$ cat src/rtl/i2c_ack_pkg.sv
// Shared types for the address-match and acknowledge block.
package i2c_ack_pkg;
    typedef enum logic [1:0] {
        MODE_SLAVE = 2'b00,
        MODE_MTX   = 2'b01,
        MODE_MRX   = 2'b10,
        MODE_RSVD  = 2'b11
    } bus_mode_e;
endpackage

$ cat src/rtl/i2c_addr_cmp.sv
// Address comparator: compares a received byte against the own address
// and against the general-call code. Purely combinational; assumes the
// direction bit sits in bit 0 of the byte.
module i2c_addr_cmp #(
    parameter int ADDR_W = 7
) (
    input  logic [ADDR_W:0]   rx_byte,
    input  logic [ADDR_W-1:0] own_addr,
    input  logic              gc_en,
    output logic              own_hit,
    output logic              gc_code
);
    // Compare the address field and detect an enabled general call.
    always_comb begin
        own_hit = (rx_byte[ADDR_W:1] == own_addr);
        gc_code = gc_en && (rx_byte == '0);
    end
endmodule

$ cat src/rtl/i2c_ack_decide.sv
// Acknowledge decision: given the role and addressing state at the end
// of a byte, picks the SDA level for the ninth clock, whether to request
// an interrupt and whether the byte addresses this device. Combinational.
module i2c_ack_decide
    import i2c_ack_pkg::*;
(
    input  logic [1:0] mode,
    input  logic       first_byte,
    input  logic       addressed,
    input  logic       dir_rd,
    input  logic       ack_en,
    input  logic       own_hit,
    input  logic       gc_code,
    output logic       take_own,
    output logic       take_gc,
    output logic       ack_lvl,
    output logic       irq_req
);
    // Select the acknowledge level and interrupt for the finished byte.
    always_comb begin
        take_own = 1'b0;
        take_gc  = 1'b0;
        ack_lvl  = 1'b1;
        irq_req  = 1'b0;
        unique case (bus_mode_e'(mode))
            MODE_MRX: begin
                ack_lvl = ~ack_en;
                irq_req = 1'b1;
            end
            MODE_MTX: begin
                irq_req = 1'b1;
            end
            MODE_SLAVE: begin
                if (first_byte) begin
                    if (ack_en && own_hit) begin
                        take_own = 1'b1;
                        ack_lvl  = 1'b0;
                        irq_req  = 1'b1;
                    end else if (ack_en && gc_code) begin
                        take_gc  = 1'b1;
                        ack_lvl  = 1'b0;
                        irq_req  = 1'b1;
                    end
                end else if (addressed) begin
                    ack_lvl = dir_rd ? 1'b1 : ~ack_en;
                    irq_req = 1'b1;
                end
            end
            default: begin
                ack_lvl = 1'b1;
            end
        endcase
    end
endmodule

$ cat src/rtl/i2c_addr_ack.sv
// Top: tracks the first byte after START and the addressed state, and
// registers the acknowledge level and interrupt pulse one cycle after
// each byte-complete strobe. Assumes START/STOP/byte strobes are single
// cycle pulses from an external detector and shifter.
module i2c_addr_ack
    import i2c_ack_pkg::*;
#(
    parameter int ADDR_W = 7,
    localparam int BYTE_W = ADDR_W + 1
) (
    input  logic              clk,
    input  logic              rst_n,
    input  logic              start_seen,
    input  logic              stop_seen,
    input  logic              byte_done,
    input  logic [BYTE_W-1:0] rx_byte,
    input  logic [ADDR_W-1:0] own_addr,
    input  logic              gc_en,
    input  logic              ack_en,
    input  logic [1:0]        mode,
    output logic              addr_match,
    output logic              gc_hit,
    output logic              rd_dir,
    output logic              ack_sda,
    output logic              irq
);
    logic first_q, own_q, gc_q, dir_q, ack_q, irq_q;
    logic own_hit, gc_code, take_own, take_gc, ack_lvl, irq_req;

    i2c_addr_cmp #(.ADDR_W(ADDR_W)) u_cmp (
        .rx_byte (rx_byte),
        .own_addr(own_addr),
        .gc_en   (gc_en),
        .own_hit (own_hit),
        .gc_code (gc_code)
    );

    i2c_ack_decide u_dec (
        .mode      (mode),
        .first_byte(first_q),
        .addressed (own_q | gc_q),
        .dir_rd    (dir_q),
        .ack_en    (ack_en),
        .own_hit   (own_hit),
        .gc_code   (gc_code),
        .take_own  (take_own),
        .take_gc   (take_gc),
        .ack_lvl   (ack_lvl),
        .irq_req   (irq_req)
    );

    // Track bus framing, addressed state and the acknowledge outputs.
    always_ff @(posedge clk) begin
        if (!rst_n) begin
            first_q <= 1'b0;
            own_q   <= 1'b0;
            gc_q    <= 1'b0;
            dir_q   <= 1'b0;
            ack_q   <= 1'b1;
            irq_q   <= 1'b0;
        end else if (start_seen || stop_seen) begin
            first_q <= start_seen;
            own_q   <= 1'b0;
            gc_q    <= 1'b0;
            dir_q   <= 1'b0;
            ack_q   <= 1'b1;
            irq_q   <= 1'b0;
        end else if (byte_done) begin
            first_q <= 1'b0;
            ack_q   <= ack_lvl;
            irq_q   <= irq_req;
            if (bus_mode_e'(mode) != MODE_SLAVE) begin
                own_q <= 1'b0;
                gc_q  <= 1'b0;
            end else if (take_own) begin
                own_q <= 1'b1;
                dir_q <= rx_byte[0];
            end else if (take_gc) begin
                gc_q  <= 1'b1;
                dir_q <= 1'b0;
            end
        end else begin
            irq_q <= 1'b0;
            if (bus_mode_e'(mode) != MODE_SLAVE) begin
                own_q <= 1'b0;
                gc_q  <= 1'b0;
            end
        end
    end

    assign addr_match = own_q;
    assign gc_hit     = gc_q;
    assign rd_dir     = dir_q;
    assign ack_sda    = ack_q;
    assign irq        = irq_q;
endmodule

$ cat config.mk
export PLATFORM = sky130hd
export DESIGN_NAME = i2c_addr_ack
export DESIGN_NICKNAME = d
export VERILOG_FILES = /design/src/rtl/i2c_ack_pkg.sv /design/src/rtl/i2c_addr_cmp.sv /design/src/rtl/i2c_ack_decide.sv /design/src/rtl/i2c_addr_ack.sv
export SDC_FILE = /design/constraint.sdc
export NUM_CORES = 1
export LEC_CHECK = 0
export BUFFER_PORTS_ARGS = -buffer_cell sky130_fd_sc_hd__clkbuf_2
export CAP_MARGIN = 20
export CORE_AREA = 2 2 40 42
export CTS_CLUSTER_DIAMETER = 80
export DETAILED_ROUTE_END_ITERATION = 6
export DIE_AREA = 0 0 42 44
export GPL_TIMING_DRIVEN = 0
export HOLD_SLACK_MARGIN = 0.02
export PLACE_DENSITY = 0.78
export SYNTH_ARGS = -nofsm -noshare
export SYNTH_HDL_FRONTEND = slang
export SYNTH_SLANG_ARGS = --single-unit
$ cat constraint.sdc
create_clock -name clk -period 1.45 [get_ports clk]
set_input_delay 0.0725 -clock clk [delete_from_list [all_inputs] [get_ports clk]]
set_output_delay 0.0725 -clock clk [all_outputs]
set_load 0.01 [all_outputs]
==> results.md, run 1 <==
| Result | Value | Unit |
|---|---|---|
| Run status | finished, violations left | - |
| Failing checks | negative setup slack | - |
| Fraction of power consumed by sequential logic | 0.391 | - |
| Max-Cap Viols | 0 | - |
| Global Route Usage Sum | 0.1473 | - |
| Number of sinks handled by clock tree synthesis | 6 | - |
| Core Util, Final | 0.4806 | - |
| Filler instances | 150 | - |
| Y dimension of the die | 44 | um |
| Post-Synthesis Cells | 54 | - |
| Worst Path Class, Setup | reg -> reg | - |
| Vias per std cell | 4.971 | - |
| Source-to-sink clock delay at the later pin of the worst-skew pair | 0.24 | ns |
| Setup violation total in the final timing report | 3 | - |
| Worst hold margin | 0.04271 | ns |
| Final Wtd Congestion | 0.7497 | - |
| Wire length of the first global-routing pass | 1966 | um |
| Top post-synthesis cells by area | dfxtp_1 25%, xnor2_1 11%, ha_1 8.0%, a2111oi_4 5.8%, nand2_1 5.6% | - |
| Ratio of cells with drive above 1 in the final layout | 0.4713 | - |
| Clock transition at the registers of the reported paths | 0.05 | ns |
| DIE WIDTH | 42 | um |
| Net Switching | 115.4 | uW |
| Detailed-routing iteration count for the pre-antenna-repair pass | 5 | - |
| WL final | 1163 | um |
| Vias in the first global route | 488 | - |
| Dominant combinational cell family by area after synthesis | simple AND/OR/NAND/NOR gates | - |
| Summed area of non-filler cells in the final layout | 681.9 | um2 |
| Worst setup slack before clock tree synthesis | -0.1766 | ns |
| Area of the core | 1419 | um2 |
| Largest area contributor in the synthesized netlist | dfxtp_1 | - |
| Remaining number of nets flagged by the antenna check after routing | 0 | - |
| Port Buffers | 28 | - |
| Share of Yosys cell area claimed by the top area cell type | 0.2546 | - |
| Slack of the critical path | -0.1161 | ns |
| Clock network power share | 0.360 | - |
| Worst path cell trace | nand2_2, or4bb_4, o21ba_4, a211oi_2, a21oi_1 | - |
| H-tree Lvls | 1 | - |
| Crit path DAT | 1.67 | ns |
| WL per Instance | 11.29 | um |
| Synthesized-area fraction occupied by ao, oa, aoi and oai cells | 0.2016 | - |
| Nature of the critical path endpoint | register | - |
| Cell row count | 14 | - |
| Initial antenna violation count | 0 | - |
| Peak supply drop | 0.3707 | mV |
| Area of the multi-input gates | 351.6 | um2 |
| Post-Synthesis Mean Instance Area | 8.735 | um2 |
| Worst path required time | 1.56 | ns |
| RSZ-0062 raised after global routing | yes | - |
| Clock skew | 0.001381 | ns |
| Count of antenna diodes in the layout | 0 | - |
| Fraction of registers with async set/reset | 0 | - |
| Crit-path leading delay family | simple AND/OR/NAND/NOR gates | - |
| Switching share of total power | 0.2664 | - |
| Nets | 116 | - |
| Die ar. | 1848 | um2 |
| Number of buffers added to fix hold violations after cts | 0 | - |
| Time the final worst path needs with I/O delays and setup | 1.566 | ns |
| Clk buf depth | 2 | - |
| YS warnings | 0 | - |
| Synthesized-area fraction occupied by xor and xnor cells | 0.1300 | - |
| Number of library cell types mapped by synthesis | 26 | - |
| Final number of max-transition violations | 0 | - |
| Sort of element at the start of the critical path | register | - |
| Actual transition at the worst max-transition pin | 0.5982 | ns |
| Power Internal | 317.9 | uW |
| Storage cell area | 121.4 | um2 |
| Remaining global-route overflow | 0 | - |
| Power density relative to cell area | 635.4 | nW/um2 |
| Type of the tightest min-delay check | in -> reg | - |
| Hold violation count in the final report | 0 | - |
| Share of synthesized area spent on multiplexers | 0.02122 | - |
| Number of enable-type register cells in the synthesized netlist | 0 | - |
| Effective utilization at floorplan | 0.3325 | - |
| Detailed-placement wirelength estimate | 976.6 | um |
| Clock tree from TritonCTS | yes | - |
| Tcrit/Tclk final | 1.080 | - |
| Total number of vias | 512 | - |
| Share of synthesized cell area in full adder, half adder and majority cells | 0.07958 | - |
| Largest net degree at the start of global routing | 7 | - |
| Main synth FF type | dfxtp_1 | - |
| Post-route DRC violation count | 0 | - |
| Number of design-rule violations left by the first detailed-router iteration | 7 | - |
| Clock Root Buffer | clkbuf_4 | - |
| Simple-gate portion of the synthesized area | 0.2891 | - |
| Peak fanout along the critical path | 3 | - |
| Sequential element share of the synthesized area | 0.2546 | - |
| Mapped Area | 471.7 | um2 |
| Leakage component of the power | 0.2919 | nW |
| Worst-path cell with the longest stage delay | or4bb_4 | - |
| Part of the total power dissipated in combinational logic | 0.250 | - |
| Timing-limited maximum frequency | 0.6385 | GHz |
| Leading post-synthesis cells by instance count | 7 x nand2_1, 7 x nor2_1, 6 x dfxtp_1, 6 x xnor2_1 | - |
| Area delta synth->final | 44.56 | % |
| Standard cell area after detailed placement | 640.6 | um2 |
| Flip-flop and latch count after synthesis | 6 | - |
| Buffers plus inverters on the worst setup path | 0 | - |
| Number of nets in the synthesized netlist | 81 | - |
| Normalized max-slew margin | 0.6003 | - |
| # IOs | 29 | - |
| Number of clock buffers inserted by TritonCTS | 3 | - |
| Delay of the slowest cell on the worst path | 0.55 | ns |
==> registers in the layout, indices dropped and copies added, names as in the netlist <==
register and cells:
rd_dir 1, irq 1, first_q 1, ack_sda 1, addr_match 1, gc_hit 1
==> routing by layer <==
| metal | track usage | vias to the layer above | share of wire |
|---|---|---|---|
| met1 | 0.1486 | 230 | 0.37 |
| met2 | 0.2656 | 21 | 0.55 |
| li1 | - | 259 | - |
| met5 | 0 | - | 0 |
| met4 | 0.04516 | 0 | 0.011 |
| met3 | 0.07500 | 2 | 0.070 |
==> cell type report <==
| class | instances | share of cell area |
|---|---|---|
| Timing Repair Buffer | 30 | 0.2275 |
| Inverter | 3 | 0.01651 |
| Multi-Input combinational cell | 45 | 0.5156 |
| Sequential cell | 6 | 0.1780 |
| Tap cell | 16 | 0.02936 |
| Clock buffer | 3 | 0.03303 |
==> cells in the final DEF (no fill, tap or decap) <==
cell	count
clkbuf_4	3
or3_1	1
dfxtp_2	1
a21oi_1	2
nor4_2	1
xor2_1	1
nor2_1	7
mux2i_1	1
a31oi_1	1
nand2b_1	1
xnor2_1	6
nand4_1	1
inv_1	3
nand2_1	6
dfxtp_1	5
clkbuf_2	28
ha_1	3
nand2_2	1
or4bb_4	1
a211oi_2	1
o21ba_4	1
nor3b_1	2
buf_4	2
o211ai_1	1
nand3_1	1
o21a_1	1
or4_4	1
a2111oi_4	1
or4b_1	1
o31ai_1	1
o21ai_1	1
==> path summary, 6_finish.rpt <==
path | startpoint | end | slack, ns | cells past startpoint
worst max-delay path | first_q | ack_sda | -0.12 | 5
worst min register to register | addr_match | addr_match | 0.47 | 2
worst max register to register | first_q | ack_sda | -0.12 | 5
worst min-delay path | rst_n | first_q | 0.04 | 2
==> cells by family after synthesis <==
logic type | Yosys count
muxes | 1
DFF | 6
buffers and inverters | 3
adders and majority gates | 3
xor gates and xnor gates | 7
AOI/OAI and AO/OA | 10
and+or+nand+nor | 24
==> power by group through the flow <==
stage | clock network, mW | logic [mW] | registers [mW]
floorplan | 0 | 0.0518 | 0.173
global placement | 0 | 0.0971 | 0.173
detailed placement | 0 | 0.101 | 0.173
CTS | 0.166 | 0.107 | 0.169
global route | 0.181 | 0.119 | 0.169
finish | 0.156 | 0.108 | 0.169
==> metrics by stage <==
step / total power [mW] / instances / TNS [ns]
6_report: 0.4333 / 103 / -0.3267
5_1_grt: 0.4691 / 103 / -0.4939
4_1_cts: 0.4413 / 103 / -0.2720
3_5_place_dp: 0.2742 / 98 / -0.4573
3_3_place_gp: 0.2701 / 98 / -0.4135
2_1_floorplan: 0.2248 / 54 / -0.06683
==> repair_timing <==
action | CTS | global route
pin swaps | 4 | 0
setup endpoints to repair | 3 | 3
setup buffers | 2 | 0
resized for setup | 0 | 1
Power figures use the tool's default switching activity.
==> run 2: changes to the inputs <==
--- a/config.mk
+++ b/config.mk
@@ -13,7 +13,7 @@
 export DIE_AREA = 0 0 42 44
 export GPL_TIMING_DRIVEN = 0
 export HOLD_SLACK_MARGIN = 0.02
-export PLACE_DENSITY = 0.78
+export PLACE_DENSITY = 0.72
 export SYNTH_ARGS = -nofsm -noshare
 export SYNTH_HDL_FRONTEND = slang
 export SYNTH_SLANG_ARGS = --single-unit
==> run 2 against run 1 <==
  * The flow still finishes with violations (negative setup slack)
  * Total power shrank 2.1%
  * Die area unchanged
  * Combinational power about the same
  * Critical path depth shrank 1
  * Final area stayed put
  * Sequential share of layout area is the same
==> results.md, run 2 (synthesis results as in run 1) <==
| Result | Value | Unit | Delta |
|---|---|---|---|
| Detailed-routing iteration count for the pre-antenna-repair pass | 3 | - | -2 |
| Slack of the critical path | -0.06182 | ns | +0.05426 ns |
| Number of clock buffers inserted by TritonCTS | 3 | - | unchanged |
| Crit path DAT | 1.66 | ns | about the same |
| Most frequent standard cell in the layout excluding fill and tap cells | clkbuf_2 | - |  |
| Wire length of the first global-routing pass | 1787 | um | -9.1% |
| Worst Path Class, Setup | reg -> reg | - |  |
| Nets | 116 | - | unchanged |
| Post-route DRC violation count | 0 | - | unchanged |
| Peak supply drop | 0.3149 | mV | -15% |
| Filler instances | 140 | - | -6.7% |
| Worst path cell trace | nand2_2, or4bb_4, o21ba_4, a2111oi_4 | - |  |
| H-tree Lvls | 1 | - | unchanged |
| Y dimension of the die | 44 | um | unchanged |
| Storage cell area | 121.4 | um2 | unchanged |
| Termination of the worst setup path | irq | - |  |
| Commonest cells after routing, fill and taps aside | 28 x clkbuf_2, 7 x nor2_1, 6 x xnor2_1, 6 x nand2_1, 5 x dfxtp_1 | - |  |
| Reg2Reg Launch Point | first_q | - |  |
| Count of antenna diodes in the layout | 0 | - | unchanged |
| Crit-path leading delay family | simple AND/OR/NAND/NOR gates | - |  |
| Die ar. | 1848 | um2 | unchanged |
| Core Util, Final | 0.4806 | - | unchanged |
| Area of the multi-input gates | 351.6 | um2 | unchanged |
| Port Buffers | 28 | - | unchanged |
| RSZ-0062 raised after global routing | yes | - |  |
| Power density relative to cell area | 622.1 | nW/um2 | -2.1% |
| Vias in the first global route | 489 | - | +0.20% |
| Setup violation total in the final timing report | 3 | - | unchanged |
| Final Wtd Congestion | 0.7540 | - | +0.57% |
| Buffers plus inverters on the worst setup path | 0 | - | unchanged |
| Detailed-placement wirelength estimate | 888 | um | -9.1% |
| Max-Cap Viols | 0 | - | unchanged |
| Launching instance or port of the critical path | first_q | - |  |
| Cell row count | 14 | - | unchanged |
| Failing checks | negative setup slack | - |  |
| Sort of element at the start of the critical path | register | - |  |
| Remaining global-route overflow | 0 | - | unchanged |
| Endpoint of the lowest-slack register-to-register path | irq | - |  |
| Timing-limited maximum frequency | 0.6615 | GHz | +3.6% |
| Initial antenna violation count | 0 | - | unchanged |
| Run status | finished, violations left | - |  |
| WL final | 1013 | um | -13% |
| Peak fanout along the critical path | 3 | - | unchanged |
| WL per Instance | 9.835 | um | -13% |
| Worst reg2reg setup slack | -0.06 | ns | +0.05 ns |
| Number of sinks handled by clock tree synthesis | 6 | - | unchanged |
| # IOs | 29 | - | unchanged |
| Number of buffers added to fix hold violations after cts | 0 | - | unchanged |
| Worst-path cell with the longest stage delay | or4bb_4 | - |  |
| Hold violation count in the final report | 0 | - | unchanged |
| Clock tree from TritonCTS | yes | - |  |
| Clock skew | 0.004335 | ns | +0.002954 ns |
| Remaining number of nets flagged by the antenna check after routing | 0 | - | unchanged |
| Clk buf depth | 2 | - | unchanged |
| Final number of max-transition violations | 0 | - | unchanged |
| Nature of the critical path endpoint | register | - |  |
| Vias per std cell | 4.922 | - | -0.98% |
| Worst Reg2Reg Path Length in Cells | 4 | - | -1 |
| Area delta synth->final | 44.56 | % | unchanged |
| Effective utilization at floorplan | 0.3325 | - | unchanged |
| Normalized max-slew margin | 0.6105 | - | +0.01015 |
| Largest net degree at the start of global routing | 7 | - | unchanged |
| Clock transition at the registers of the reported paths | 0.04 | ns | about the same |
| Area of the core | 1419 | um2 | unchanged |
| Final sum of negative setup slack | -0.1662 | ns | +0.1606 ns |
| Time the final worst path needs with I/O delays and setup | 1.512 | ns | -0.05426 ns |
| Number of stages on the worst setup path | 4 | - | -1 |
| Source-to-sink clock delay at the later pin of the worst-skew pair | 0.24 | ns | about the same |
| Tcrit/Tclk final | 1.043 | - | -0.03742 |
| Number of design-rule violations left by the first detailed-router iteration | 6 | - | -1 |
| Ratio of cells with drive above 1 in the final layout | 0.4713 | - | unchanged |
| Global Route Usage Sum | 0.1274 | - | -0.01994 |
| DIE WIDTH | 42 | um | unchanged |
| Delay of the slowest cell on the worst path | 0.54 | ns | about the same |
| Leakage component of the power | 0.2919 | nW | about the same |
| Worst path required time | 1.59 | ns | +0.03 ns |
| Total number of vias | 507 | - | -0.98% |
| Type of the tightest min-delay check | in -> reg | - |  |
| Actual transition at the worst max-transition pin | 0.5830 | ns | -0.01519 ns |
| Clock Root Buffer | clkbuf_4 | - |  |
run 2: cell counts in the layout (fill, tap and decap cells not counted):
Identical to the previous run, type by type.
run 2: power by group:
| part | internal, mW | switching, mW | leakage, nW |
|---|---|---|---|
| combinational | 0.0558 | 0.0498 | 0.229 |
| clock | 0.0933 | 0.0558 | 0.0138 |
| sequential | 0.168 | 0.00121 | 0.0489 |
run 2: routing by layer:
metal,vias up,share of wire,track usage
met4,0,0,0.01935
met2,14,0.51,0.2313
met3,0,0.075,0.06667
met1,229,0.42,0.1338
li1,264,-,-
met5,-,0,0
run 2: how the worst min path moves through the flow:
| stage | end | cells past startpoint | from |
|---|---|---|---|
| 2_1_floorplan | first_q | 1 | rst_n |
| 3_3_place_gp | first_q | 2 | rst_n |
| 3_5_place_dp | first_q | 2 | rst_n |
| 4_1_cts | first_q | 2 | rst_n |
| 5_1_grt | first_q | 2 | rst_n |
| 6_report | first_q | 2 | rst_n |
run 2: stage by stage:
step / power (mW) / setup slack, ns / area, um2 / hold slack, ns / instances
3_3_place_gp: 0.2705 / -0.1530 / 640.6 / 0.2866 / 98
3_5_place_dp: 0.2730 / -0.1403 / 640.6 / 0.2952 / 98
5_1_grt: 0.4656 / -0.1153 / 681.9 / 0.04427 / 103
4_1_cts: 0.4332 / -0.07644 / 678.2 / 0.03560 / 103
2_1_floorplan: 0.2248 / -0.03107 / 480.5 / 0.1902 / 54
6_report: 0.4242 / -0.06182 / 681.9 / 0.04248 / 103
run 2: area by class of cell:
cell class,count,area share
inverters,3,0.01651
flip-flops and latches,6,0.1780
multi-input cells,45,0.5156
repair buffers,30,0.2275
clock buffers,3,0.03303
well taps,16,0.02936
run 2: worst reg2reg max path, cell delays in order (launching register included):
cell	delay [ns]
dfxtp_2	0.32
nand2_2	0.05
or4bb_4	0.54
o21ba_4	0.23
a2111oi_4	0.27
run 2: timing repair:
action | in CTS | in global routing
resized for setup | 0 | 1
pin swaps | 3 | 1
setup buffers | 2 | 0
endpoints found under the setup margin | 3 | 3
==> run 3: changes to the inputs <==
--- a/config.mk
+++ b/config.mk
@@ -9,11 +9,13 @@
 export CAP_MARGIN = 20
 export CORE_AREA = 2 2 40 42
 export CTS_CLUSTER_DIAMETER = 80
+export CTS_CLUSTER_SIZE = 12
 export DETAILED_ROUTE_END_ITERATION = 6
 export DIE_AREA = 0 0 42 44
 export GPL_TIMING_DRIVEN = 0
 export HOLD_SLACK_MARGIN = 0.02
 export PLACE_DENSITY = 0.72
+export REMOVE_ABC_BUFFERS = 1
 export SYNTH_ARGS = -nofsm -noshare
 export SYNTH_HDL_FRONTEND = slang
 export SYNTH_SLANG_ARGS = --single-unit
==> run 3 against run 2 <==
  * The run still ends with negative setup slack left
  * Final area is 0.55% lower
  * Worst hold slack got worse by 0.014 ns
  * Global-route usage rose by 0.22 points
  * Clock skew is 0.0015 ns higher
  * Die area unchanged
  * Sequential cell count unchanged
==> results.md, run 3 (synthesis results as in run 1) <==
| Result | Value | Unit | Delta |
|---|---|---|---|
| Delay of the slowest cell on the worst path | 0.51 | ns | -0.03 ns |
| Worst hold margin | 0.02857 | ns | -0.01391 ns |
| Normalized max-slew margin | 0.6021 | - | -0.008347 |
| Commonest cells after routing, fill and taps aside | 28 x clkbuf_2, 7 x nor2_1, 6 x xnor2_1, 6 x nand2_1, 5 x dfxtp_1 | - |  |
| Nets | 116 | - | unchanged |
| Hold violation count in the final report | 0 | - | unchanged |
| Timing-limited maximum frequency | 0.6324 | GHz | -4.4% |
| Nature of the critical path endpoint | register | - |  |
| Largest net degree at the start of global routing | 7 | - | unchanged |
| Effective utilization at floorplan | 0.3325 | - | unchanged |
| Peak supply drop | 0.2567 | mV | -18% |
| Clock Root Buffer | clkbuf_4 | - |  |
| Most frequent standard cell in the layout excluding fill and tap cells | clkbuf_2 | - |  |
| Tcrit/Tclk final | 1.091 | - | +0.04788 |
| WL final | 1085 | um | +7.1% |
| Final sum of negative setup slack | -0.3028 | ns | -0.1366 ns |
| Clock tree from TritonCTS | yes | - |  |
| Worst Path Class, Setup | reg -> reg | - |  |
| Standard cell area after detailed placement | 631.9 | um2 | -1.4% |
| Number of sinks handled by clock tree synthesis | 6 | - | unchanged |
| Y dimension of the die | 44 | um | unchanged |
| Core Util, Final | 0.4780 | - | -0.002646 |
| Failing checks | negative setup slack | - |  |
| Detailed-routing iteration count for the pre-antenna-repair pass | 4 | - | +1 |
| Peak fanout along the critical path | 3 | - | unchanged |
| Area of the multi-input gates | 347.8 | um2 | -1.1% |
| Leakage component of the power | 0.2903 | nW | -0.55% |
| Die ar. | 1848 | um2 | unchanged |
| Worst path cell trace | nand2_2, or4bb_1, o21ba_4, o211ai_1, o21ai_1 | - |  |
| Source-to-sink clock delay at the later pin of the worst-skew pair | 0.26 | ns | +0.02 ns |
| Actual transition at the worst max-transition pin | 0.5955 | ns | +0.01249 ns |
| Final total power | 440.8 | uW | +3.9% |
| Post-route DRC violation count | 0 | - | unchanged |
| Power density relative to cell area | 650.0 | nW/um2 | +4.5% |
| Max-Cap Viols | 0 | - | unchanged |
| Clk buf depth | 2 | - | unchanged |
| Global Route Usage Sum | 0.1296 | - | +0.002166 |
| Cell row count | 14 | - | unchanged |
| Port Buffers | 28 | - | unchanged |
| Slack of the critical path | -0.1312 | ns | -0.06942 ns |
| Crit path DAT | 1.72 | ns | +0.06 ns |
| Clock skew | 0.005789 | ns | +0.001454 ns |
| Type of the tightest min-delay check | in -> reg | - |  |
| RSZ-0062 raised after global routing | yes | - |  |
| Summed area of non-filler cells in the final layout | 678.2 | um2 | -0.55% |
| Run status | finished, violations left | - |  |
| Vias in the first global route | 475 | - | -2.9% |
| Time the final worst path needs with I/O delays and setup | 1.581 | ns | +0.06942 ns |
| Worst-path cell with the longest stage delay | or4bb_1 | - |  |
| Number of buffers added to fix hold violations after cts | 0 | - | unchanged |
| Vias per std cell | 5.087 | - | +3.4% |
| Clock transition at the registers of the reported paths | 0.05 | ns | about the same |
| Worst path required time | 1.58 | ns | about the same |
| Worst reg2reg setup slack | -0.13 | ns | -0.07 ns |
| Initial antenna violation count | 0 | - | unchanged |
| Area of the core | 1419 | um2 | unchanged |
| H-tree Lvls | 1 | - | unchanged |
| Wire length of the first global-routing pass | 1835 | um | +2.7% |
| Detailed-placement wirelength estimate | 874.7 | um | -1.5% |
| Number of design-rule violations left by the first detailed-router iteration | 11 | - | +5 |
| Setup violation total in the final timing report | 3 | - | unchanged |
| Number of clock buffers inserted by TritonCTS | 3 | - | unchanged |
| Total number of vias | 524 | - | +3.4% |
| Remaining number of nets flagged by the antenna check after routing | 0 | - | unchanged |
| Final number of max-transition violations | 0 | - | unchanged |
| Count of antenna diodes in the layout | 0 | - | unchanged |
| Final Wtd Congestion | 0.7461 | - | -1.0% |
| Ratio of cells with drive above 1 in the final layout | 0.4598 | - | -0.01149 |
| WL per Instance | 10.53 | um | +7.1% |
| # IOs | 29 | - | unchanged |
| DIE WIDTH | 42 | um | unchanged |
| Storage cell area | 121.4 | um2 | unchanged |
| Sort of element at the start of the critical path | register | - |  |
| Area delta synth->final | 43.77 | % |  |
| Filler instances | 140 | - | unchanged |
| Remaining global-route overflow | 0 | - | unchanged |
==> run 3: cell counts in the layout (fill, tap and decap cells not counted) <==
Identical to the previous run, type by type.
==> run 3: final cells by class <==
cell class,count,area share
sequential,6,0.1790
tap,16,0.02952
multi-input combinational,45,0.5129
clock buffer,3,0.03321
timing repair buffer,30,0.2288
inverter,3,0.01661
==> run 3: stage by stage <==
step / setup slack [ns] / cells
2_1_floorplan: -0.07637 / 54
3_3_place_gp: -0.2015 / 98
3_5_place_dp: -0.2214 / 98
4_1_cts: -0.09215 / 102
5_1_grt: -0.1380 / 103
6_report: -0.1312 / 103
==> run 3: routing by layer <==
metal  track usage  vias to the layer above  share of wire
li1              -                      259              -
met1        0.1325                      241           0.38
met2        0.2406                       22           0.54
met3       0.02917                        2          0.067
met4       0.07742                        0          0.013
met5             0                        -              0
==> run 3: path summary, 6_finish.rpt <==
check | depth (start not counted) | end | startpoint
max | 5 | rd_dir | first_q
min | 2 | first_q | rst_n
max reg2reg | 5 | rd_dir | first_q
min reg2reg | 2 | addr_match | addr_match
==> run 3: repair_timing <==
action / CTS / global route
resized for setup: 3 / 0
setup endpoints to repair: 3 / 3
pin swaps: 2 / 1
buffers inserted: 1 / 1
==> run 3: power breakdown <==
group / internal, mW / switching [mW] / leakage (nW)
registers: 0.168 / 0.00185 / 0.0489
clock network: 0.0945 / 0.0729 / 0.0138
logic: 0.0551 / 0.0486 / 0.228
==> run 3: worst max-delay path: cells and delay by family (launching register included) <==
kind,cells,cell delay [ns]
AO/OA/AOI/OAI,3,0.54
AND/OR/NAND/NOR,2,0.57
flip-flops,1,0.35
